$ cat src/rtl/prio_gate_pkg.sv
package prio_gate_pkg;
  parameter int unsigned CLASS_W = 4;
  localparam int unsigned CLASS_N = 1 << CLASS_W;

  typedef logic [CLASS_W-1:0] class_t;
  typedef logic [CLASS_N-1:0] class_map_t;

  // Class c is let through only when strictly above the threshold.
  function automatic logic passes(input int unsigned c, input class_t thr);
    return (c != 0) && (c > int'(thr));
  endfunction

  // Highest set bit of an eligibility map; bit 0 is never a class.
  function automatic class_t top_class(input class_map_t m);
    class_t r = '0;
    for (int i = CLASS_N - 1; i > 0; i--) begin
      if (m[i] && r == '0) r = class_t'(i);
    end
    return r;
  endfunction
endpackage

$ cat src/rtl/prio_gate_thr_reg.sv
module prio_gate_thr_reg
  import prio_gate_pkg::*;
#(
  parameter int unsigned REG_W = 64
) (
  input  logic             clk,
  input  logic             rst_n,
  input  logic             wr_en,
  input  logic [REG_W-1:0] wr_data,
  output class_t           thr,
  output logic             err
);
  localparam int unsigned RSV_W = REG_W - CLASS_W;

  logic rsv_hit;
  assign rsv_hit = wr_en && (wr_data[REG_W-1:CLASS_W] != {RSV_W{1'b0}});

  always_ff @(posedge clk or negedge rst_n) begin
    if (!rst_n) begin
      thr <= '0;
      err <= 1'b0;
    end else begin
      if (wr_en) thr <= wr_data[CLASS_W-1:0];
      err <= rsv_hit;
    end
  end

  // the stored threshold changes only through a write
  p_thr_hold_r3: assert property (@(posedge clk) disable iff (!rst_n)
    !wr_en |=> $stable(thr));
  // strobe follows a reserved-bit write by exactly one cycle
  p_err_pulse_r4: assert property (@(posedge clk) disable iff (!rst_n)
    (wr_en && (wr_data[REG_W-1:CLASS_W] != '0)) |=> err);
  p_err_quiet_r4: assert property (@(posedge clk) disable iff (!rst_n)
    !(wr_en && (wr_data[REG_W-1:CLASS_W] != '0)) |=> !err);
endmodule

$ cat src/rtl/prio_gate_pick.sv
module prio_gate_pick
  import prio_gate_pkg::*;
(
  input  logic       clk,
  input  logic       rst_n,
  input  class_map_t req,
  input  class_t     thr,
  output logic       valid,
  output class_t     cls
);
  class_map_t elig;
  logic       unused_cls0;

  assign unused_cls0 = req[0];
  assign elig[0]     = 1'b0;

  genvar c;
  generate
    for (c = 1; c < CLASS_N; c++) begin : g_gate
      assign elig[c] = req[c] && passes(c, thr);
    end
  endgenerate

  always_ff @(posedge clk or negedge rst_n) begin
    if (!rst_n) begin
      valid <= 1'b0;
      cls   <= '0;
    end else begin
      valid <= |elig;
      cls   <= top_class(elig);
    end
  end

  // a reported class is above the threshold it was filtered with
  p_win_above_r5: assert property (@(posedge clk) disable iff (!rst_n)
    valid |-> (cls > $past(thr)));
  // the reported class was really pending
  p_win_pending_r9: assert property (@(posedge clk) disable iff (!rst_n)
    valid |-> ((($past(req) >> cls) & class_map_t'(1)) != '0));
  // class 0 is never reported
  p_no_class0_r8: assert property (@(posedge clk) disable iff (!rst_n)
    valid |-> (cls != '0));
  // idle output means nothing was eligible
  p_idle_r9: assert property (@(posedge clk) disable iff (!rst_n)
    !valid |-> ($past(elig) == '0 && cls == '0));
  // a closed gate never reports
  p_closed_r7: assert property (@(posedge clk) disable iff (!rst_n)
    ($past(thr) == '1) |-> !valid);
endmodule

$ cat src/rtl/prio_gate.sv
module prio_gate
  import prio_gate_pkg::*;
#(
  parameter int unsigned REG_W = 64
) (
  input  logic             clk,
  input  logic             rst_n,
  input  logic             cfg_wr_en,
  input  logic [REG_W-1:0] cfg_wr_data,
  output logic [REG_W-1:0] cfg_rd_data,
  output logic             cfg_err,
  input  logic [CLASS_N-1:0] req_pend,
  output logic             win_valid,
  output logic [CLASS_W-1:0] win_class
);
  class_t thr_q;

  prio_gate_thr_reg #(.REG_W(REG_W)) u_thr (
    .clk     (clk),
    .rst_n   (rst_n),
    .wr_en   (cfg_wr_en),
    .wr_data (cfg_wr_data),
    .thr     (thr_q),
    .err     (cfg_err)
  );

  assign cfg_rd_data = {{(REG_W-CLASS_W){1'b0}}, thr_q};

  prio_gate_pick u_pick (
    .clk   (clk),
    .rst_n (rst_n),
    .req   (req_pend),
    .thr   (thr_q),
    .valid (win_valid),
    .cls   (win_class)
  );

  // a write shows on the read port right after its edge
  p_rd_follows_r10: assert property (@(posedge clk) disable iff (!rst_n)
    cfg_wr_en |=> (cfg_rd_data[CLASS_W-1:0] == $past(cfg_wr_data[CLASS_W-1:0])));
endmodule

$ cat config.mk
export PLATFORM = sky130hd
export DESIGN_NAME = prio_gate
export DESIGN_NICKNAME = d
export VERILOG_FILES = /design/src/rtl/prio_gate_pkg.sv /design/src/rtl/prio_gate_thr_reg.sv /design/src/rtl/prio_gate_pick.sv /design/src/rtl/prio_gate.sv
export SDC_FILE = /design/constraint.sdc
export NUM_CORES = 1
export LEC_CHECK = 0
export BUFFER_PORTS_ARGS = -buffer_cell sky130_fd_sc_hd__buf_2
export CORE_ASPECT_RATIO = 0.7
export CORE_MARGIN = 1
export CORE_UTILIZATION = 39
export CTS_CLUSTER_DIAMETER = 150
export CTS_CLUSTER_SIZE = 14
export DETAILED_ROUTE_END_ITERATION = 10
export GPL_TIMING_DRIVEN = 0
export PLACE_DENSITY = 0.87
export SLEW_MARGIN = 25
export SYNTH_ARGS = -nofsm -noshare
export SYNTH_HDL_FRONTEND = slang
export SYNTH_HIERARCHICAL = 1
export SYNTH_SLANG_ARGS = --single-unit
$ cat constraint.sdc
create_clock -name clk -period 4.33 [get_ports clk]
set_input_delay 0.2165 -clock clk [delete_from_list [all_inputs] [get_ports clk]]
set_output_delay 0.2165 -clock clk [all_outputs]
set_load 0.01 [all_outputs]
==> results of run 1 <==
-- state kept, by name, indices dropped and copies added, names as in the netlist --
| register | flops |
|---|---|
| u_pick/cls | 4 |
| u_thr/thr | 4 |
| u_pick/valid | 1 |
| u_thr/err | 1 |
-- power groups by stage --
| stage | registers (mW) | logic (mW) | clock network, mW |
|---|---|---|---|
| 2_1_floorplan | 0.112 | 0.140 | 0 |
| 3_3_place_gp | 0.109 | 0.210 | 0 |
| 3_5_place_dp | 0.108 | 0.214 | 0 |
| 4_1_cts | 0.107 | 0.215 | 0.0999 |
| 5_1_grt | 0.108 | 0.239 | 0.107 |
| 6_report | 0.107 | 0.220 | 0.0988 |
-- cells in the final DEF (no fill, tap or decap), drive strengths merged, types with 2 or more instances in the layout --
cell	n
nor4b	4
a21oi	12
o2111ai	3
dfrtp	10
nand2b	3
inv	3
o21ai	6
clkbuf	3
a21o	2
a32oi	2
a2bb2oi	2
nand2	4
mux2	4
nand3	7
conb	60
nand4	4
nor2	13
buf	157
nor4	15
o211ai	3
-- cell usage after synthesis, types with 2 or more instances --
cell type,instances
a2bb2oi_1,2
a21oi_1,12
a21o_1,2
nand4_1,4
nor2_1,12
nor4_2,4
o21ai_1,2
o211ai_1,3
buf_6,3
nand2b_1,3
nor4b_1,3
dfrtp_1,10
o2111ai_1,3
mux2_2,4
o21ai_0,3
nor4_1,11
nand2_1,4
inv_1,3
nand3_1,7
buf_4,63
-- layout make-up --
type                    count  area (um^2)
plain buffers              66          507
multi-input cells         164          966
clock buffers               3         41.3
well taps                  50         62.6
flip-flops and latches     10          250
repair buffers             92          465
inverters                   3         11.3
fillers                   323         1320
-- repair_timing --
item	in CTS	in global routing
hold endpoints to repair	10	0
buffers inserted	0	0
gates resized for setup	0	0
hold buffers	1	0
-- logic make-up after synthesis --
logic type      Yosys count
mux                       4
simple gates             57
buf+inv                  69
other cells               1
flops                    10
compound gates           43
-- path summary, 6_finish.rpt --
| check | from | endpoint | slack, ps | cells after the start |
|---|---|---|---|---|
| worst max-delay path | u_thr/thr[3]$_DFFE_PN0P_ | u_pick/cls[0]$_DFF_PN0_ | 2290 | 7 |
| worst min-delay path | cfg_wr_data[2] | u_thr/thr[2]$_DFFE_PN0P_ | 210 | 2 |
| worst max register to register | u_thr/thr[3]$_DFFE_PN0P_ | u_pick/cls[0]$_DFF_PN0_ | 2290 | 7 |
| worst min register to register | u_thr/thr[1]$_DFFE_PN0P_ | u_thr/thr[1]$_DFFE_PN0P_ | 530 | 1 |
| max in group asynchronous | rst_n | u_thr/err$_DFF_PN0_ | 3760 | 2 |
| min in group asynchronous | rst_n | u_pick/cls[0]$_DFF_PN0_ | 370 | 2 |
-- layer usage --
metal | global-route usage | vias to the layer above | wire length [um]
met5 | 0 | - | 0
met4 | 0.0609 | 0 | 45
met3 | 0.0661 | 10 | 500
met2 | 0.381 | 104 | 2200
met1 | 0.261 | 800 | 1820
li1 | - | 870 | -
-- per-stage QoR --
step	total power [mW]	setup slack (ps)	instance area, um^2
after CTS	0.422	2340	2300
after global routing	0.454	2140	2300
final	0.426	2290	2300
after global placement	0.319	2340	2250
after detailed placement	0.322	2340	2250
after floorplan	0.252	2560	1730
==> impl_metrics.tcl, run 1 <==
set metrics [dict create \
    status "finished clean" \
    period_needed_ps 2040 \
    crit_arrival_ps 2210 \
    cts_tree "done" \
    ys.warnings.count 6 \
    ys_seq_area_frac 0.165 \
    via_per_inst 4.60 \
    routed_wl_um 4570 \
    synth.top_cell.area_share 0.313 \
    io_buffers 91 \
    netlist_area_um2 1510 \
    hold_class "in -> reg" \
    synth_top_family_by_area "buffers and inverters" \
    slowest_stage "nor4bb_1" \
    holdWs_ps 212 \
    share_comb_of_total_power 0.517 \
    cp_top_family "compound AO/OA/AOI/OAI gates" \
    slew_violations 0 \
    dp_cells 384 \
    async_flop_share 1.00 \
    cpPeakStageDelay_ps 540 \
    power_frac_seq 0.251 \
    ys_types 46 \
    ir_drop_mv 0.131 \
    min_period_over_period 0.472 \
    die_area_um2 4140 \
    wire_per_inst_um 11.8 \
    cp.required_ps 4490 \
    rows 18 \
    p_leak_nw 1.26 \
    synthMuxAreaShare 0.0298 \
    clockBufferDepth 2 \
    setup_tns_ps 0 \
    htree_levels 1 \
    synth-main-ff-cell "dfrtp_1" \
    max_freq_mhz 489 \
    synth-compound-area-share 0.207 \
    crit_path_start_kind "flop" \
    routed-via-count 1784 \
    clock_skew_ps 6.05 \
    place_congestion 0.939 \
    die_x_um 76.4 \
    synth_edf_count 0 \
    clock_latency_ps 240 \
    layout.nets 423 \
    synthXorXnorAreaFrac 0 \
    synth_seq_cells 10 \
    pwr_density_cell_nw_per_um2 185 \
    syn_avg_cell_area_um2 8.22 \
    drc_errors 0 \
    swShare 0.366 \
    syn_to_final_growth_pct 52.3 \
    setup_viol 0 \
    grtUsageTotal 0.216 \
    p_int_mw 0.270 \
    synth-adder-area-share 0 \
    dr.pass1.iters 4 \
    drtIter0Drc 131 \
    max_slew_margin 0.606 \
    grt_pass1_vias 1494 \
    critPathBufInv 2 \
    coreArea_um2 3630 \
    diodes 0 \
    grt_pass1_wl_um 6890 \
    clock_sinks 10 \
    dp_hpwl_um 3960 \
    cp_cell_sequence "buf_6, buf_6, nor4bb_1, o211ai_1, a21oi_1, o2111ai_1, a2bb2oi_1" \
    cts_made_buffers 3 \
    clkPwrFrac 0.232 \
    grt_antenna_before_repair 0 \
    final_cells 388 \
    synth_top_area_cell "buf_4" \
    worstPathMaxFanout 10 \
    hold_viol 0 \
    ant_nets 0 \
    cts_root_buffer "clkbuf_8" \
    switchingPower_mw 0.156 \
    endpoint_kind "flop" \
    clk_pin_slew_ps 50 \
    drive_gt1_frac 0.518 \
    start_util 0.417 \
    ios 153 \
    gr-total-overflow 0 \
    tightest_slew_ps 582 \
    netlist_instances 184 \
    cp_common_cell "buf_6" \
    rsz0062_at_grt "false" \
    criticalPathCategory "reg -> reg" \
    utilization 0.635 \
    drv_cap 0 \
    synth-simple-area-share 0.253 \
    die_height_um 54.1 \
    yosys-top-cells-area "buf_4 (31%), dfrtp_1 (17%), nor4_1 (4.5%)" \
    grt_max_degree 11 \
]
Note: power is estimated with default switching activity, not from simulation.
==> run 2, diff against run 1 <==
--- a/config.mk
+++ b/config.mk
@@ -8,12 +8,12 @@
 export BUFFER_PORTS_ARGS = -buffer_cell sky130_fd_sc_hd__buf_2
 export CORE_ASPECT_RATIO = 0.7
 export CORE_MARGIN = 1
-export CORE_UTILIZATION = 39
+export CORE_UTILIZATION = 33
 export CTS_CLUSTER_DIAMETER = 150
 export CTS_CLUSTER_SIZE = 14
 export DETAILED_ROUTE_END_ITERATION = 10
 export GPL_TIMING_DRIVEN = 0
-export PLACE_DENSITY = 0.87
+export PLACE_DENSITY = 0.78
 export SLEW_MARGIN = 25
 export SYNTH_ARGS = -nofsm -noshare
 export SYNTH_HDL_FRONTEND = slang
==> constraint.sdc (replaced) <==
create_clock -name clk -period 1.8 [get_ports clk]
set_input_delay 0.09 -clock clk [delete_from_list [all_inputs] [get_ports clk]]
set_output_delay 0.09 -clock clk [all_outputs]
set_load 0.01 [all_outputs]
==> run 2 against run 1 <==
- the flow now finishes with violations (setup timing)
- critical path depth increased by 1
- flip-flop and latch count unchanged
- first-iteration DRC count decreased by 17%
- non-clock buffer count increased by 6
- clock skew decreased by 5.0 ps
- via count decreased by 0.50%
- worst setup slack got worse by 2300 ps
- count of clock-buffer cells in the layout increased by 1
- power increased to 2.6 times the previous value
- combinational power increased to 2.6 times the previous value
- largest power group unchanged
- highest routed layer unchanged
==> impl_metrics.tcl, run 2 (synthesis results as in run 1) <==
set metrics [dict create \
    cp_cell_sequence "buf_6, buf_6, nand4_1, a32oi_2, nand4b_4, o21ai_4, nand3_2, a2bb2oi_1" \
    r2r_setup_slack_ps -60 \
    stdcell_area_um2 2450 \
    drv_cap 0 \
    hold-path-endpoint "u_thr/thr[1]$_DFFE_PN0P_" \
    hold_depth 2 \
    cts_tree "done" \
    syn_to_final_growth_pct 62.3 \
    rows 20 \
    reg2reg_depth 8 \
    coreArea_um2 4380 \
    final_cells 400 \
    htree_levels 1 \
    wire_per_inst_um 11.7 \
    place_congestion 0.906 \
    place_ws_ps -251 \
    criticalPathCategory "reg -> reg" \
    drtIter0Drc 109 \
    pwr_density_cell_nw_per_um2 454 \
    violations "setup timing" \
    cp_common_cell "buf_6" \
    tightest_slew_ps 636 \
    grt_pass1_vias 1534 \
    setup_slack_ps -57.2 \
    utilization 0.561 \
    endpoint_kind "flop" \
    routed_wl_um 4680 \
    die_area_um2 4860 \
    clockBufferDepth 2 \
    cpPeakStageDelay_ps 370 \
    hold_viol 0 \
    die_height_um 58.6 \
    setup_tns_ps -76.4 \
    start_util 0.345 \
    worstPathMaxFanout 10 \
    layout.nets 429 \
    slowest_stage "dfrtp_1" \
    io_buffers 91 \
    max_freq_mhz 538 \
    max_slew_margin 0.570 \
    crit_path_start_kind "flop" \
    most-common-layout-cells "buf_2 (91), buf_4 (66), conb_1 (60)" \
    grt_pass1_wl_um 6980 \
    cp.required_ps 1910 \
    final_common_cell "buf_2" \
    dp_cells 389 \
    via_per_inst 4.44 \
    min_period_over_period 1.03 \
    rsz0062_at_grt "true" \
    slew_violations 0 \
    p_leak_nw 1.31 \
    drc_errors 0 \
    clock_skew_ps 1.01 \
    drive_gt1_frac 0.554 \
    holdWs_ps 87.8 \
    grtUsageTotal 0.180 \
    crit_arrival_ps 1970 \
    grt_antenna_before_repair 0 \
    clk_pin_slew_ps 50 \
    dp_hpwl_um 3870 \
    hold_class "in -> reg" \
    ir_drop_mv 0.278 \
    diodes 0 \
    dr.pass1.iters 4 \
    design_power_total_mw 1.12 \
    ios 153 \
    reg_top3 "u_pick/cls x4, u_thr/thr x4" \
    routed-via-count 1775 \
    die_x_um 82.9 \
    rr_startpoint "u_thr/thr[3]$_DFFE_PN0P_" \
    setup_viol 3 \
    ant_nets 0 \
    clock_sinks 10 \
    gr-total-overflow 0 \
    hp-start "cfg_wr_data[1]" \
    cts_root_buffer "clkbuf_8" \
    grt_max_degree 11 \
    dpl_cell_area_um2 2260 \
    period_needed_ps 1860 \
    cts_made_buffers 3 \
    status "complete, but fails checks" \
    r2r-end "u_pick/cls[0]$_DFF_PN0_" \
    clock_latency_ps 230 \
]
run 2: cell types whose count changed in the layout (fill, tap and decap cells not counted), sizes merged:
cell / previous run / this run
buf: 157 / 163
clkbuf: 3 / 4
run 2: worst max-delay path by stage:
stage	slack (ps)	from	endpoint
floorplan	30	u_thr/thr[3]$_DFFE_PN0P_	u_pick/cls[0]$_DFF_PN0_
global placement	-210	u_thr/thr[3]$_DFFE_PN0P_	u_pick/cls[0]$_DFF_PN0_
detailed placement	-250	u_thr/thr[3]$_DFFE_PN0P_	u_pick/cls[0]$_DFF_PN0_
CTS	10	u_thr/thr[1]$_DFFE_PN0P_	u_pick/cls[0]$_DFF_PN0_
global route	-120	u_thr/thr[3]$_DFFE_PN0P_	u_pick/cls[0]$_DFF_PN0_
finish	-60	u_thr/thr[3]$_DFFE_PN0P_	u_pick/cls[0]$_DFF_PN0_
run 2: metal layers:
layer / wire length [um] / share of wire / vias to the layer above / global-route usage
li1: - / - / 881 / -
met3: 438 / 0.094 / 6 / 0.0589
met2: 2390 / 0.51 / 101 / 0.323
met5: 0 / 0 / - / 0
met4: 28 / 0.0060 / 0 / 0.0419
met1: 1820 / 0.39 / 787 / 0.213
run 2: what timing repair did:
| action | in CTS | in global routing |
|---|---|---|
| setup buffers | 5 | 2 |
| hold buffers | 1 | 0 |
| resized for setup | 12 | 5 |
| pin swaps | 7 | 4 |
| endpoints found under the setup margin | 3 | 4 |
| endpoints found under the hold margin | 10 | 0 |
run 2: final cells by class:
cell class | count | area (um^2)
clock buffer | 4 | 55.1
buffer | 66 | 514
tap | 55 | 68.8
timing repair buffer | 98 | 514
inverter | 3 | 11.3
multi-input combinational | 164 | 1040
fill | 428 | 1920
sequential | 10 | 251
run 2: worst max-delay path, delay by kind of cell (launching register included):
kind,cells,cell delay [ps]
buffers and inverters,2,300
AOI/OAI and AO/OA,3,660
and+or+nand+nor,3,400
DFF,1,370
run 2: power by group:
group,internal [mW],switching [mW]
Clock,0.192,0.0857
Combinational,0.287,0.292
Sequential,0.245,0.0140
==> run 3, diff against run 2 <==
==> constraint.sdc (replaced) <==
create_clock -name clk -period 1.8 [get_ports clk]
set_input_delay 0.09 -clock clk [delete_from_list [all_inputs] [get_ports clk]]
set_output_delay 0.09 -clock clk [all_outputs]
set_load 0.02 [all_outputs]
==> run 3 against run 2 <==
- sequential share of layout area fell by 0.079 points
- clock power increased by 2%
- largest cell class unchanged
- clock skew up 2.3 ps
- the flow still finishes with violations (setup timing)
- register-to-register slack gained 60 ps
- critical endpoint unchanged
==> impl_metrics.tcl, run 3 (synthesis results as in run 1) <==
set metrics [dict create \
    power_frac_seq 0.216 \
    grt_use_met2 0.302 \
    clock_sinks 10 \
    min_period_over_period 1.00 \
    routed-via-count 1769 \
    utilization 0.568 \
    rows 20 \
    stdcell_area_um2 2490 \
    hold_viol 0 \
    clockBufferDepth 2 \
    fill_cells 398 \
    p_leak_nw 1.32 \
    max_freq_mhz 555 \
    worstPathMaxFanout 5 \
    drc_errors 0 \
    grt_use_met3 0.0561 \
    period_needed_ps 1800 \
    wire_per_inst_um 11.8 \
    grt.busiest_layer "met2" \
    dp_cells 389 \
    violations "setup timing" \
    clk_pin_slew_ps 50 \
    routed_wl_um 4730 \
    ir_drop_mv 0.253 \
    most-common-layout-cells "buf_2 (91), buf_4 (66), conb_1 (60)" \
    drv_cap 0 \
    grt_util_met1 0.232 \
    place_ws_ps -171 \
    tightest_slew_ps 629 \
    diodes 0 \
    critPathBufInv 1 \
    cp_top_family "simple AND/OR/NAND/NOR gates" \
    htree_levels 1 \
    grt_antenna_before_repair 0 \
    setup_viol 1 \
    cpPeakStageDelay_ps 490 \
    clkPwrFrac 0.234 \
    cts_tree "done" \
    drtIter0Drc 113 \
    grt_pass1_vias 1513 \
    cts_made_buffers 3 \
    share_comb_of_total_power 0.550 \
    holdWs_ps 85.6 \
    via_per_inst 4.41 \
    die_height_um 58.6 \
    grt_max_degree 11 \
    clock_latency_ps 240 \
    io_buffers 91 \
    cts_root_buffer "clkbuf_8" \
    final_cells 401 \
    design_power_total_mw 1.21 \
    place_congestion 0.900 \
    crit_arrival_ps 1920 \
    pwr_density_cell_nw_per_um2 486 \
    start_util 0.345 \
    slowest_stage "or4_4" \
    die_x_um 82.9 \
    swShare 0.390 \
    reg_top3 "u_pick/cls x4, u_thr/thr x4" \
    slew_violations 0 \
    rsz0062_at_grt "true" \
    clock_skew_ps 3.31 \
    cp.required_ps 1920 \
    coreArea_um2 4380 \
    die_area_um2 4860 \
    criticalPathCategory "reg -> reg" \
    dr.pass1.iters 5 \
    grt_pass1_wl_um 7040 \
    switchingPower_mw 0.471 \
    max_slew_margin 0.574 \
    gr-total-overflow 0 \
    drive_gt1_frac 0.561 \
    ant_nets 0 \
    endpoint_kind "flop" \
    hold_class "in -> reg" \
    setup_tns_ps -1.90 \
    ios 153 \
    p_int_mw 0.737 \
    grtUsageTotal 0.181 \
    dpl_cell_area_um2 2260 \
    status "complete, but fails checks" \
    cp_cell_sequence "buf_6, or4_4, nand4b_4, o21ai_4, nand3_2, a2bb2oi_1" \
    syn_to_final_growth_pct 64.4 \
    final_common_cell "buf_2" \
    crit_path_start_kind "flop" \
    dp_hpwl_um 3830 \
    setup_slack_ps -1.90 \
    layout.nets 430 \
]
## run 3: layout make-up
type | count | area, um^2 | area share
inverters | 3 | 11.3 | 0.00453
plain buffers | 66 | 522 | 0.210
well taps | 55 | 68.8 | 0.0277
repair buffers | 99 | 522 | 0.210
clock buffers | 4 | 55.1 | 0.0221
multi-input cells | 164 | 1050 | 0.424
flip-flops and latches | 10 | 253 | 0.102
## run 3: power groups by stage
| stage | Sequential, mW | Combinational [mW] | Clock [mW] |
|---|---|---|---|
| floorplan | 0.285 | 0.393 | 0 |
| global placement | 0.263 | 0.583 | 0 |
| detailed placement | 0.261 | 0.584 | 0 |
| CTS | 0.258 | 0.605 | 0.294 |
| global route | 0.265 | 0.712 | 0.316 |
| finish | 0.261 | 0.664 | 0.283 |
## run 3: layer usage
metal,wire (um),share of wire
met1,1910,0.40
met2,2370,0.50
met3,434,0.092
met4,12,0.0025
met5,0,0
## run 3: repair_timing
| action | in CTS | in global routing |
|---|---|---|
| hold buffers | 1 | 0 |
| buffers inserted | 2 | 4 |
| endpoints found under the hold margin | 10 | 0 |
| gates resized for setup | 6 | 16 |
| endpoints found under the setup margin | 3 | 4 |
| pin swaps | 3 | 9 |
| gates cloned | 0 | 1 |
## run 3: worst paths after layout
kind                                          start                  endpoint  slack [ps]  cells past startpoint
hold / removal                       cfg_wr_data[2]  u_thr/thr[2]$_DFFE_PN0P_          90                      2
max in group asynchronous                     rst_n  u_thr/thr[3]$_DFFE_PN0P_        1340                      2
hold reg to reg            u_thr/thr[1]$_DFFE_PN0P_  u_thr/thr[1]$_DFFE_PN0P_         560                      1
setup reg to reg           u_thr/thr[3]$_DFFE_PN0P_   u_pick/cls[0]$_DFF_PN0_          -2                      6
min in group asynchronous                     rst_n   u_pick/cls[1]$_DFF_PN0_         240                      2
setup / recovery           u_thr/thr[3]$_DFFE_PN0P_   u_pick/cls[0]$_DFF_PN0_          -2                      6
